==> src/rtl/mmd_pkg.sv <==
// Package: shared types for the cascaded 2/3 divider.
// Assumes: each cell has at most three phases per period.
package mmd_pkg;

    // Phase of one divide-by-2/3 cell.
    typedef enum logic [1:0] {
        PH_HEAD  = 2'd0,   // first step of the cell period, opens the swallow window
        PH_TAIL  = 2'd1,   // second step, decides whether to stretch
        PH_EXTRA = 2'd2    // stretched step, present only when swallowing
    } cell_phase_t;

    // Number of cells in the default chain.
    localparam int unsigned DEF_STAGES = 3;

endpackage

==> src/rtl/mmd_cell.sv <==
// Module: mmd_cell
// One divide-by-2/3 cell of the cascade. It advances one phase for each
// input step (step_in) and emits step_out as its period ends. When the
// swallow bit is set and the modulus enable from the next cell is active,
// it inserts one extra step. The modulus enable it passes back is active
// only during its head phase, so the previous cell sees one window per
// final period.
// Assumes: step_in is a one-cycle enable in the clk domain.
module mmd_cell
    import mmd_pkg::*;
(
    input  logic clk,
    input  logic rst_n,
    input  logic step_in,
    input  logic mod_in,
    input  logic swallow,
    output logic step_out,
    output logic mod_out
);

    cell_phase_t phase_q;
    cell_phase_t phase_d;
    logic        stretch;

    // Purpose: the stretch decision, valid while in the tail phase.
    assign stretch = swallow && mod_in;

    // Purpose: next-phase and end-of-period step logic.
    always_comb begin
        phase_d  = phase_q;
        step_out = 1'b0;
        if (step_in) begin
            case (phase_q)
                PH_HEAD: phase_d = PH_TAIL;
                PH_TAIL: begin
                    if (stretch) begin
                        phase_d = PH_EXTRA;
                    end else begin
                        phase_d  = PH_HEAD;
                        step_out = 1'b1;
                    end
                end
                PH_EXTRA: begin
                    phase_d  = PH_HEAD;
                    step_out = 1'b1;
                end
                default: phase_d = PH_HEAD;
            endcase
        end
    end

    // Purpose: phase register with synchronous reset.
    always_ff @(posedge clk) begin
        if (!rst_n) begin
            phase_q <= PH_HEAD;
        end else begin
            phase_q <= phase_d;
        end
    end

    // Purpose: pass the modulus enable back during the head phase only.
    assign mod_out = mod_in && (phase_q == PH_HEAD);

endmodule

==> src/rtl/mmd_ratio_latch.sv <==
// Module: mmd_ratio_latch
// Holds the ratio word for one full output period. It loads on the edge
// that ends a period, and also during reset.
// Assumes: period_end is a one-cycle enable in the clk domain.
module mmd_ratio_latch #(
    parameter int unsigned WIDTH = 3
) (
    input  logic             clk,
    input  logic             rst_n,
    input  logic             period_end,
    input  logic [WIDTH-1:0] word_in,
    output logic [WIDTH-1:0] word_q
);

    // Purpose: capture the ratio word at reset and at each period end.
    always_ff @(posedge clk) begin
        if (!rst_n) begin
            word_q <= word_in;
        end else if (period_end) begin
            word_q <= word_in;
        end
    end

endmodule

==> src/rtl/mmd_divider.sv <==
// Module: mmd_divider (top)
// A chain of N_STAGES divide-by-2/3 cells giving a division ratio of
// 2**N_STAGES + ratio_word. Cell k is steered by bit k of the latched word.
// The output pulse is the modulus enable at the front of the chain, which
// is high during the first input cycle of each period.
// Assumes: a single input clock; later cells step on enables, not clocks.
module mmd_divider #(
    parameter int unsigned N_STAGES = mmd_pkg::DEF_STAGES
) (
    input  logic                clk,
    input  logic                rst_n,
    input  logic [N_STAGES-1:0] ratio_word,
    output logic                div_clk
);

    logic [N_STAGES:0]   step_chain;
    logic [N_STAGES:0]   mod_chain;
    logic [N_STAGES-1:0] ctl_q;
    logic                period_end;

    // Purpose: the first cell steps on every input cycle; the last is always enabled.
    assign step_chain[0]        = 1'b1;
    assign mod_chain[N_STAGES]  = 1'b1;
    assign period_end           = step_chain[N_STAGES];

    // Purpose: ratio word held for one whole output period.
    mmd_ratio_latch #(.WIDTH(N_STAGES)) u_latch (
        .clk        (clk),
        .rst_n      (rst_n),
        .period_end (period_end),
        .word_in    (ratio_word),
        .word_q     (ctl_q)
    );

    // Purpose: build the cascade of 2/3 cells.
    for (genvar k = 0; k < N_STAGES; k++) begin : g_cell
        mmd_cell u_cell (
            .clk      (clk),
            .rst_n    (rst_n),
            .step_in  (step_chain[k]),
            .mod_in   (mod_chain[k+1]),
            .swallow  (ctl_q[k]),
            .step_out (step_chain[k+1]),
            .mod_out  (mod_chain[k])
        );
    end

    // Purpose: output pulse marks the first cycle of each period.
    assign div_clk = mod_chain[0];

endmodule

==> config.mk <==
export PLATFORM = sky130hd
export DESIGN_NAME = mmd_divider
export DESIGN_NICKNAME = d
export VERILOG_FILES = /design/src/rtl/mmd_pkg.sv /design/src/rtl/mmd_cell.sv /design/src/rtl/mmd_ratio_latch.sv /design/src/rtl/mmd_divider.sv
export SDC_FILE = /design/constraint.sdc
export NUM_CORES = 1
export LEC_CHECK = 0
export BUFFER_PORTS_ARGS = -buffer_cell sky130_fd_sc_hd__buf_2
export CAP_MARGIN = 5
export CORE_UTILIZATION = 30
export DETAILED_ROUTE_END_ITERATION = 6
export PLACE_DENSITY_LB_ADDON = 0.1
export SETUP_SLACK_MARGIN = 0.5
export SKIP_CTS_REPAIR_TIMING = 1
export SLEW_MARGIN = 0
export SYNTH_ARGS = -nofsm -noshare
export SYNTH_HDL_FRONTEND = slang
export SYNTH_SLANG_ARGS = --single-unit
==> constraint.sdc <==
create_clock -name clk -period 2 [get_ports clk]
set_input_delay 0.2 -clock clk [delete_from_list [all_inputs] [get_ports clk]]
set_output_delay 0.2 -clock clk [all_outputs]
set_load 0.02 [all_outputs]
Word-level counts from Yosys, hierarchy flattened
Index checks and enable logic that the tools add are counted.
W data, S select, Z words.
{"block": "word_totals", "ff_bits": 9, "in_bits": 5, "output_inout_bits": 1, "elab_cells": 34}
{"block": "op_classes", "n_eq_ne": 7, "n_mux": 16, "reduce_logical": 7}
{"op": "$pmux W2 S2", "count": 3}
{"op": "$eq A2 B1 Y1 const B", "count": 3}
{"op": "$eq A2 B2 Y1 const B", "count": 3}
{"op": "$logic_not A2 Y1", "count": 3}
{"op": "$mux W2", "count": 3}
{"op": "$mux W3", "count": 2}
{"op": "$pmux W1 S2", "count": 3}
{"op": "$mux W1", "count": 5}
{"op": "$logic_and A1 B1 Y1", "count": 4}
{"op": "$ne A2 B1 Y1 const B", "count": 1}

Logic depth before layout (Yosys ltp)
Gate-level depths: netlist of run 1.
{"block": "logic_depth", "depth_word": 9, "depth_mapped": 6, "ltp_nobuf": 6}

Hierarchy
A second synthesis of run 1 with hierarchy kept.
{"block": "unflattened", "hier_cells": 53, "area_unflattened_um2": 573.0}
{"module": "mmd_cell", "n_inst": 3, "cells_each": 16, "area_per_inst_um2": 157.7, "seq_area_each_um2": 40.0}
{"module": "mmd_ratio_latch", "n_inst": 1, "cells_each": 4, "area_per_inst_um2": 96.3, "seq_area_each_um2": 90.1}
{"module": "mmd_divider", "n_inst": 1, "cells_each": 1, "area_per_inst_um2": 3.8, "seq_area_each_um2": 0.0}

Worst setup path after synthesis of run 1
No wires, ideal clock.
{"block": "synth_timing", "kind": "register to register", "from": "register g_cell[2].u_cell.phase_q[0]", "to": "register u_latch.word_q[0] (enable)", "setup_time_ns": 0.374, "arrival_ns": 1.375, "t_required_ns": 1.626, "slack_ns": 0.250, "stages_incl_launch_ff": 6, "n_path_buf": 0, "period_less_slack_ns": 1.750, "path_cell_list": "dfxtp_1 > inv_1 > ha_1 > nand3_1 > a21oi_2 > o41ai_1"}
{"block": "synth_via", "elab_chain_cells": 8, "elab_cells_between_ends": 14, "cone_classes": "3 x eq/ne; 7 x mux; 4 x reduce/logical"}
{"element": "start, declared", "line": "mmd_cell.sv:21", "rtl": "cell_phase_t phase_q;"}
{"element": "start signal, assigned", "line": "mmd_cell.sv:57", "rtl": "phase_q <= phase_d;"}
{"element": "$logic_not A2 Y1", "line": "mmd_cell.sv:62", "rtl": "assign mod_out = mod_in && (phase_q == PH_HEAD);"}
{"element": "$logic_and A1 B1 Y1", "line": "mmd_cell.sv:62"}
{"element": "$logic_and A1 B1 Y1", "line": "mmd_cell.sv:26", "rtl": "assign stretch = swallow && mod_in;"}
{"element": "$mux W1", "line": "mmd_cell.sv:36", "rtl": "if (stretch) begin"}
{"element": "$pmux W1 S2", "line": "mmd_cell.sv:33", "rtl": "case (phase_q)"}
{"element": "$mux W1", "line": "mmd_cell.sv:32", "rtl": "if (step_in) begin"}
{"element": "$mux W1 *", "line": "mmd_cell.sv:32"}
{"element": "$ne A2 B1 Y1 (no source line) *"}
{"element": "end signal, assigned", "line": "mmd_ratio_latch.sv:18", "rtl": "word_q <= word_in;"}
{"element": "end signal, assigned", "line": "mmd_ratio_latch.sv:20", "rtl": "word_q <= word_in;"}
{"element": "end, declared", "line": "mmd_ratio_latch.sv:12", "rtl": "output logic [WIDTH-1:0] word_q"}
Mark *: on every way between the ends. The rest lies on a longest branch, timed or not.
A chain may end at the register's enable or synchronous reset.

Final worst setup path of run 1
{"block": "layout_timing", "from": "register g_cell[2].u_cell.phase_q[0]", "to": "register u_latch.word_q[1] (enable)"}
The elaborated chain is that of the path after synthesis.

==> results of run 1 <==
-- cells in the final DEF (no fill, tap or decap) --
cell / Yosys / routed
ha_1: 11 / 4
o21ai_1: 1 / 1
clkbuf_4: 0 / 3
nor2b_2: 1 / 2
o41ai_4: 0 / 1
and2_1: 1 / 1
nand2_4: 0 / 2
inv_4: 0 / 1
mux2_4: 1 / 1
nor2_1: 1 / 1
o21ai_2: 0 / 1
dfxtp_2: 0 / 5
ha_2: 0 / 4
nand2_1: 6 / 4
mux2i_1: 3 / 3
a21oi_4: 0 / 2
ha_4: 0 / 3
edfxtp_1: 3 / 3
nand3_1: 3 / 2
buf_4: 1 / 1
clkbuf_1: 0 / 1
nor2b_1: 2 / 1
nand3_2: 0 / 1
nor3_2: 1 / 1
and3_1: 1 / 1
dfxtp_4: 0 / 1
buf_2: 0 / 5
a41oi_2: 1 / 1
inv_2: 0 / 5
inv_1: 7 / 1
-- worst max-delay path by stage --
stage / start / endpoint / slack [ps] / cells past startpoint
after floorplan: g_cell[1].u_cell.phase_q[0]$_SDFFE_PN0P_ / u_latch.word_q[0]$_DFFE_PP_ / 500 / 4
after global placement: g_cell[2].u_cell.phase_q[0]$_SDFFE_PN0P_ / u_latch.word_q[2]$_DFFE_PP_ / 400 / 5
after detailed placement: g_cell[2].u_cell.phase_q[0]$_SDFFE_PN0P_ / u_latch.word_q[0]$_DFFE_PP_ / 420 / 5
after CTS: g_cell[2].u_cell.phase_q[0]$_SDFFE_PN0P_ / u_latch.word_q[1]$_DFFE_PP_ / 410 / 5
after global routing: g_cell[1].u_cell.phase_q[1]$_SDFFE_PN0P_ / u_latch.word_q[1]$_DFFE_PP_ / 480 / 4
final: g_cell[2].u_cell.phase_q[0]$_SDFFE_PN0P_ / u_latch.word_q[1]$_DFFE_PP_ / 540 / 5
-- cells by family (layout without fill, tap and decap cells) --
| family | count (synthesis) | count (layout) | share of synthesized area |
|---|---|---|---|
| compound gates | 6 | 6 | 0.0870 |
| fa+ha+maj | 11 | 11 | 0.246 |
| buf+inv | 8 | 17 | 0.0603 |
| flops | 9 | 9 | 0.375 |
| mux | 4 | 4 | 0.0804 |
| simple gates | 16 | 16 | 0.152 |
-- critical path, cell delays in order (launching register included) --
cell,delay (ps)
dfxtp_2,350
inv_2,60
ha_4,180
nand2_4,60
a21oi_4,70
o41ai_4,410
-- final cells by class --
class | instances | area share
clock buffer | 4 | 0.0343
inverter | 7 | 0.0375
tap | 25 | 0.0408
timing repair buffer | 6 | 0.0424
sequential | 9 | 0.287
multi-input combinational | 37 | 0.558
-- report_power, final --
| part | leakage, nW | internal [mW] | switching [mW] |
|---|---|---|---|
| Clock | 0.0150 | 0.0770 | 0.0646 |
| Sequential | 0.0811 | 0.196 | 0.00610 |
| Combinational | 0.190 | 0.0324 | 0.0368 |
| Total | 0.286 | 0.306 | 0.108 |
-- metal layers --
metal / GRT usage / share of wire / up-vias
met1: 0.130 / 0.45 / 174
li1: - / - / 198
met3: 0.0240 / 0.041 / 2
met5: 0 / 0 / -
met2: 0.154 / 0.49 / 8
met4: 0.0909 / 0.012 / 0
-- state kept, by name (all words and copies together), names as in the netlist --
register,cells
g_cell.u_cell.phase_q,6
u_latch.word_q,3
==> impl_metrics.py, run 1 <==
metrics = {
    "outcome": {
        "status": "finished, final reports clean",
    },
    "synth": {
        "synth_edf_count": 3,
        "synth_area_leader_cell": "ha_1",
        "synth_cell_types": 21,
        "yosysTopAreaCellShare": 0.246,
        "synth_cells": 54,
        "synthTopCellsByCount": "11 x ha_1, 7 x inv_1, 6 x dfxtp_1, 6 x nand2_1",
        "syn_area_per_cell_um2": 10.4,
        "async_flop_share": 0,
        "syn_area_um2": 561,
        "synth-warning-count": 0,
        "ys_seq_area_frac": 0.375,
        "syn_nets": 70,
        "ys.flop_type": "dfxtp_1",
        "ys_seq_elements": 9,
        "yosysMostFrequentCell": "ha_1",
        "synth.area.top_cells": "ha_1 25%, dfxtp_1 21%, edfxtp_1 16%",
    },
    "worst_setup_path": {
        "criticalPathCategory": "flip-flop to flip-flop",
        "cp-start-kind": "flip-flop",
        "ff2ff_setup_slack_ps": 540,
        "reg2reg_depth": 5,
        "r2r-end": "u_latch.word_q[1]$_DFFE_PP_",
        "rr_startpoint": "g_cell[2].u_cell.phase_q[0]$_SDFFE_PN0P_",
        "crit_required_ps": 1930,
        "worstPathMaxFanout": 5,
        "end_kind": "flip-flop",
        "worstPathArrival_ps": 1390,
    },
    "route": {
        "post-route-drc-count": 0,
        "first_iter_violations": 3,
        "wl_um": 988,
        "dr.pass1.iters": 4,
        "wl_per_cell_um": 11.2,
        "vias": 382,
        "ant_nets": 0,
        "avgViaCountPerCell": 4.34,
    },
    "floorplan": {
        "io_pins": 6,
        "dieArea_um2": 2050,
        "die_w_um": 45.2,
        "start_util": 0.321,
        "die_height_um": 45.2,
        "rows": 15,
        "coreArea_um2": 1750,
    },
    "final_layout": {
        "final_nets": 80,
        "drive_above_1_share": 0.635,
        "antennaDiodeCount": 0,
        "seq_area_um2": 220,
        "final_cells": 88,
        "final_area_um2": 767,
        "multi_input_area_um2": 428,
        "syn2layout_area_growth_pct": 36.8,
        "fin_util": 0.439,
        "nFillCells": 172,
    },
    "job": {
        "cap_violations": 0,
    },
    "clocking": {
        "clkLatencyLatePin_ps": 260,
        "clk_pin_slew_worst_paths_ps": 60,
        "clock-root-buffer": "clkbuf_4",
        "cts_sinks": 9,
        "cts_inserted_buffers": 3,
        "clockBufferDepth": 2,
        "cts_tree": "built",
        "cts.htree.levels": 1,
    },
    "timing": {
        "rsz0062_at_grt": "yes",
        "worstMarginPinSlew_ps": 322,
        "slew_headroom": 0.784,
        "fmax_mhz": 687,
        "skew_ps": 1.23,
        "hold_slack_ps": 113,
        "finalCritPeriodShare": 0.728,
        "worst_slack_ps": 544,
        "setup_viol": 0,
        "hold_viol_final": 0,
        "finalSetupTns_ps": 0,
        "final.min_clock_period_ps": 1460,
        "slew_violations": 0,
    },
    "power_and_ir_drop": {
        "ir_drop_mv": 0.243,
        "power_density_nw_per_um2": 539,
        "p_leak_nw": 0.286,
        "power_mw": 0.413,
    },
    "global_route": {
        "antenna_found_initial": 0,
        "grt-ovfl-total": 0,
        "globalRouteTotalUtil": 0.106,
        "grt_start_max_net_pins": 10,
        "grt_pass1_vias": 330,
        "grt_first_pass_wirelength_um": 1410,
    },
    "worst_hold_path": {
        "hold_start": "ratio_word[2]",
        "min_path_type": "input port to flip-flop",
        "min_to": "u_latch.word_q[2]$_DFFE_PP_",
        "hold_depth": 1,
    },
    "placed_design": {
        "port_buffers": 5,
        "hpwlAfterDp_um": 707,
        "dp_slack_ps": 422,
        "placed_area_um2": 636,
        "globalplace.congestion": 0.705,
        "dp.cells": 83,
    },
}
Note: power is estimated with default switching activity, not from simulation.
==> run 2, diff against run 1 <==
==> constraint.sdc (replaced) <==
create_clock -name clk -period 1.51 [get_ports clk]
set_input_delay 0.151 -clock clk [delete_from_list [all_inputs] [get_ports clk]]
set_output_delay 0.151 -clock clk [all_outputs]
set_load 0.02 [all_outputs]
==> run 2 against run 1 <==
Effect of this change:
- combinational power is 69% higher
- sequential share of layout area fell by 1.9 points
- first-iteration DRC count shrank 67%
- critical path depth is the same
- sequential power up 33%
- routed wire length up 4.5%
- flip-flop and latch count unchanged
- clock power up 32%
- fmax fell by 2.1%
- power is 39% higher
- clock-buffer cell count unchanged
- hold slack got worse by 47 ps
- largest cell class unchanged
- highest routed layer unchanged
==> impl_metrics.py, run 2 (synthesis gave the netlist of run 1 again) <==
metrics = {
    "final_layout": {
        "antennaDiodeCount": 0,
        "drive_above_1_share": 0.656,
        "layout_common_cells": "5 x ha_4, 5 x ha_1, 4 x nand2_1, 4 x dfxtp_2, 4 x buf_2",
        "seq_area_um2": 223,
        "final_cells": 89,
        "multi_input_area_um2": 468,
        "top_register": "g_cell.u_cell.phase_q",
        "largest_registers": "g_cell.u_cell.phase_q x6, u_latch.word_q x3",
        "largest_register_ffs": 6,
        "nFillCells": 174,
        "final_nets": 81,
        "syn2layout_area_growth_pct": 48.4,
    },
    "placed_design": {
        "port_buffers": 5,
        "globalplace.congestion": 0.638,
        "dp.cells": 83,
        "hpwlAfterDp_um": 749,
    },
    "clocking": {
        "cts_inserted_buffers": 3,
        "cts.htree.levels": 1,
        "clock-root-buffer": "clkbuf_4",
        "cts_sinks": 9,
        "cts_tree": "built",
        "clk_pin_slew_worst_paths_ps": 60,
        "clockBufferDepth": 2,
        "clkLatencyLatePin_ps": 260,
    },
    "floorplan": {
        "die_height_um": 45.2,
        "rows": 15,
        "io_pins": 6,
        "dieArea_um2": 2050,
        "start_util": 0.321,
        "die_w_um": 45.2,
        "coreArea_um2": 1750,
    },
    "worst_setup_path": {
        "worstPathMaxFanout": 5,
        "slowest_delay_ps": 390,
        "path_cells": "inv_4 > ha_4 > nand2_2 > a21oi_4 > o41ai_4",
        "rr_startpoint": "g_cell[2].u_cell.phase_q[0]$_SDFFE_PN0P_",
        "worstPathArrival_ps": 1420,
        "end_kind": "flip-flop",
        "reg2reg_depth": 5,
        "cp_slowest_cell": "o41ai_4",
        "criticalPathCategory": "flip-flop to flip-flop",
        "r2r-end": "u_latch.word_q[2]$_DFFE_PP_",
        "crit_required_ps": 1440,
        "cp-start-kind": "flip-flop",
        "ff2ff_setup_slack_ps": 20,
    },
    "global_route": {
        "grt_start_max_net_pins": 10,
        "grt_pass1_vias": 331,
        "antenna_found_initial": 0,
        "grt_first_pass_wirelength_um": 1480,
        "grt-ovfl-total": 0,
        "globalRouteTotalUtil": 0.113,
    },
    "power_and_ir_drop": {
        "p_seq_frac": 0.469,
        "p_leak_nw": 0.318,
        "ir_drop_mv": 0.592,
        "p_comb_frac": 0.204,
        "intPower_mw": 0.421,
        "power_density_nw_per_um2": 690,
        "switchingPower_mw": 0.153,
        "swShare": 0.266,
        "clockPowerShare": 0.327,
    },
    "worst_hold_path": {
        "min_path_type": "input port to flip-flop",
        "hold_start": "ratio_word[1]",
        "hold_depth": 1,
        "min_to": "u_latch.word_q[1]$_DFFE_PP_",
    },
    "route": {
        "wl_per_cell_um": 11.6,
        "ant_nets": 0,
        "post-route-drc-count": 0,
        "first_iter_violations": 1,
        "drt-met1-wl_um": 451,
        "wl_um": 1030,
        "top_layer_used": "met4",
        "wl_met2_um": 520,
        "wl_met3_um": 47,
        "avgViaCountPerCell": 4.47,
        "dr.pass1.iters": 2,
        "vias": 398,
    },
    "timing": {
        "slew_violations": 0,
        "worstMarginPinSlew_ps": 319,
        "finalCritPeriodShare": 0.985,
        "skew_ps": 5.59,
        "setup_viol": 0,
        "fmax_mhz": 673,
        "rsz0062_at_grt": "yes",
        "final.min_clock_period_ps": 1490,
        "hold_slack_ps": 66.4,
        "hold_viol_final": 0,
        "slew_headroom": 0.787,
    },
    "job": {
        "cap_violations": 0,
    },
    "outcome": {
        "status": "finished, final reports clean",
    },
}
[run 2: power by group through the flow]
stage | clock (mW) | sequential [mW] | combinational [mW]
after global routing | 0.219 | 0.270 | 0.126
after detailed placement | 0 | 0.274 | 0.0855
after CTS | 0.202 | 0.268 | 0.0858
final | 0.188 | 0.269 | 0.117
after global placement | 0 | 0.274 | 0.0866
after floorplan | 0 | 0.272 | 0.0673
[run 2: area by class of cell]
cell class | instances | share of cell area
Multi-Input combinational cell | 37 | 0.562
Sequential cell | 9 | 0.268
Inverter | 7 | 0.0406
Clock buffer | 4 | 0.0316
Timing Repair Buffer | 7 | 0.0602
Tap cell | 25 | 0.0376
[run 2: worst max path at each step]
| stage | from | to | slack (ps) |
|---|---|---|---|
| final | g_cell[2].u_cell.phase_q[0]$_SDFFE_PN0P_ | u_latch.word_q[2]$_DFFE_PP_ | 20 |
| after floorplan | g_cell[1].u_cell.phase_q[0]$_SDFFE_PN0P_ | u_latch.word_q[0]$_DFFE_PP_ | 110 |
| after global routing | g_cell[2].u_cell.phase_q[1]$_SDFFE_PN0P_ | u_latch.word_q[0]$_DFFE_PP_ | -50 |
| after CTS | g_cell[2].u_cell.phase_q[1]$_SDFFE_PN0P_ | u_latch.word_q[2]$_DFFE_PP_ | 20 |
| after detailed placement | g_cell[2].u_cell.phase_q[1]$_SDFFE_PN0P_ | u_latch.word_q[1]$_DFFE_PP_ | 40 |
| after global placement | g_cell[2].u_cell.phase_q[1]$_SDFFE_PN0P_ | u_latch.word_q[0]$_DFFE_PP_ | 30 |
[run 2: routing by layer]
| layer | track usage | vias up |
|---|---|---|
| met5 | 0 | - |
| met4 | 0.0545 | 0 |
| met3 | 0.0720 | 2 |
| met2 | 0.159 | 9 |
| met1 | 0.132 | 188 |
| li1 | - | 199 |
[run 2: critical path: cells and delay by family, from the launching register on]
family / cells / cell delay [ps]
fa+ha+maj: 1 / 180
flops: 1 / 380
simple gates: 1 / 80
compound gates: 2 / 470
buf+inv: 1 / 50
[run 2: stage by stage]
step,total power [mW],TNS [ps],area (µm²),setup slack (ps),util
after floorplan,0.340,0,641,107,-
after global placement,0.361,0,689,31.6,0.395
after detailed placement,0.360,0,689,37.8,0.395
after CTS,0.557,0,716,23.6,0.410
after global routing,0.615,-145,832,-46.2,0.477
final,0.574,0,832,23.0,0.477
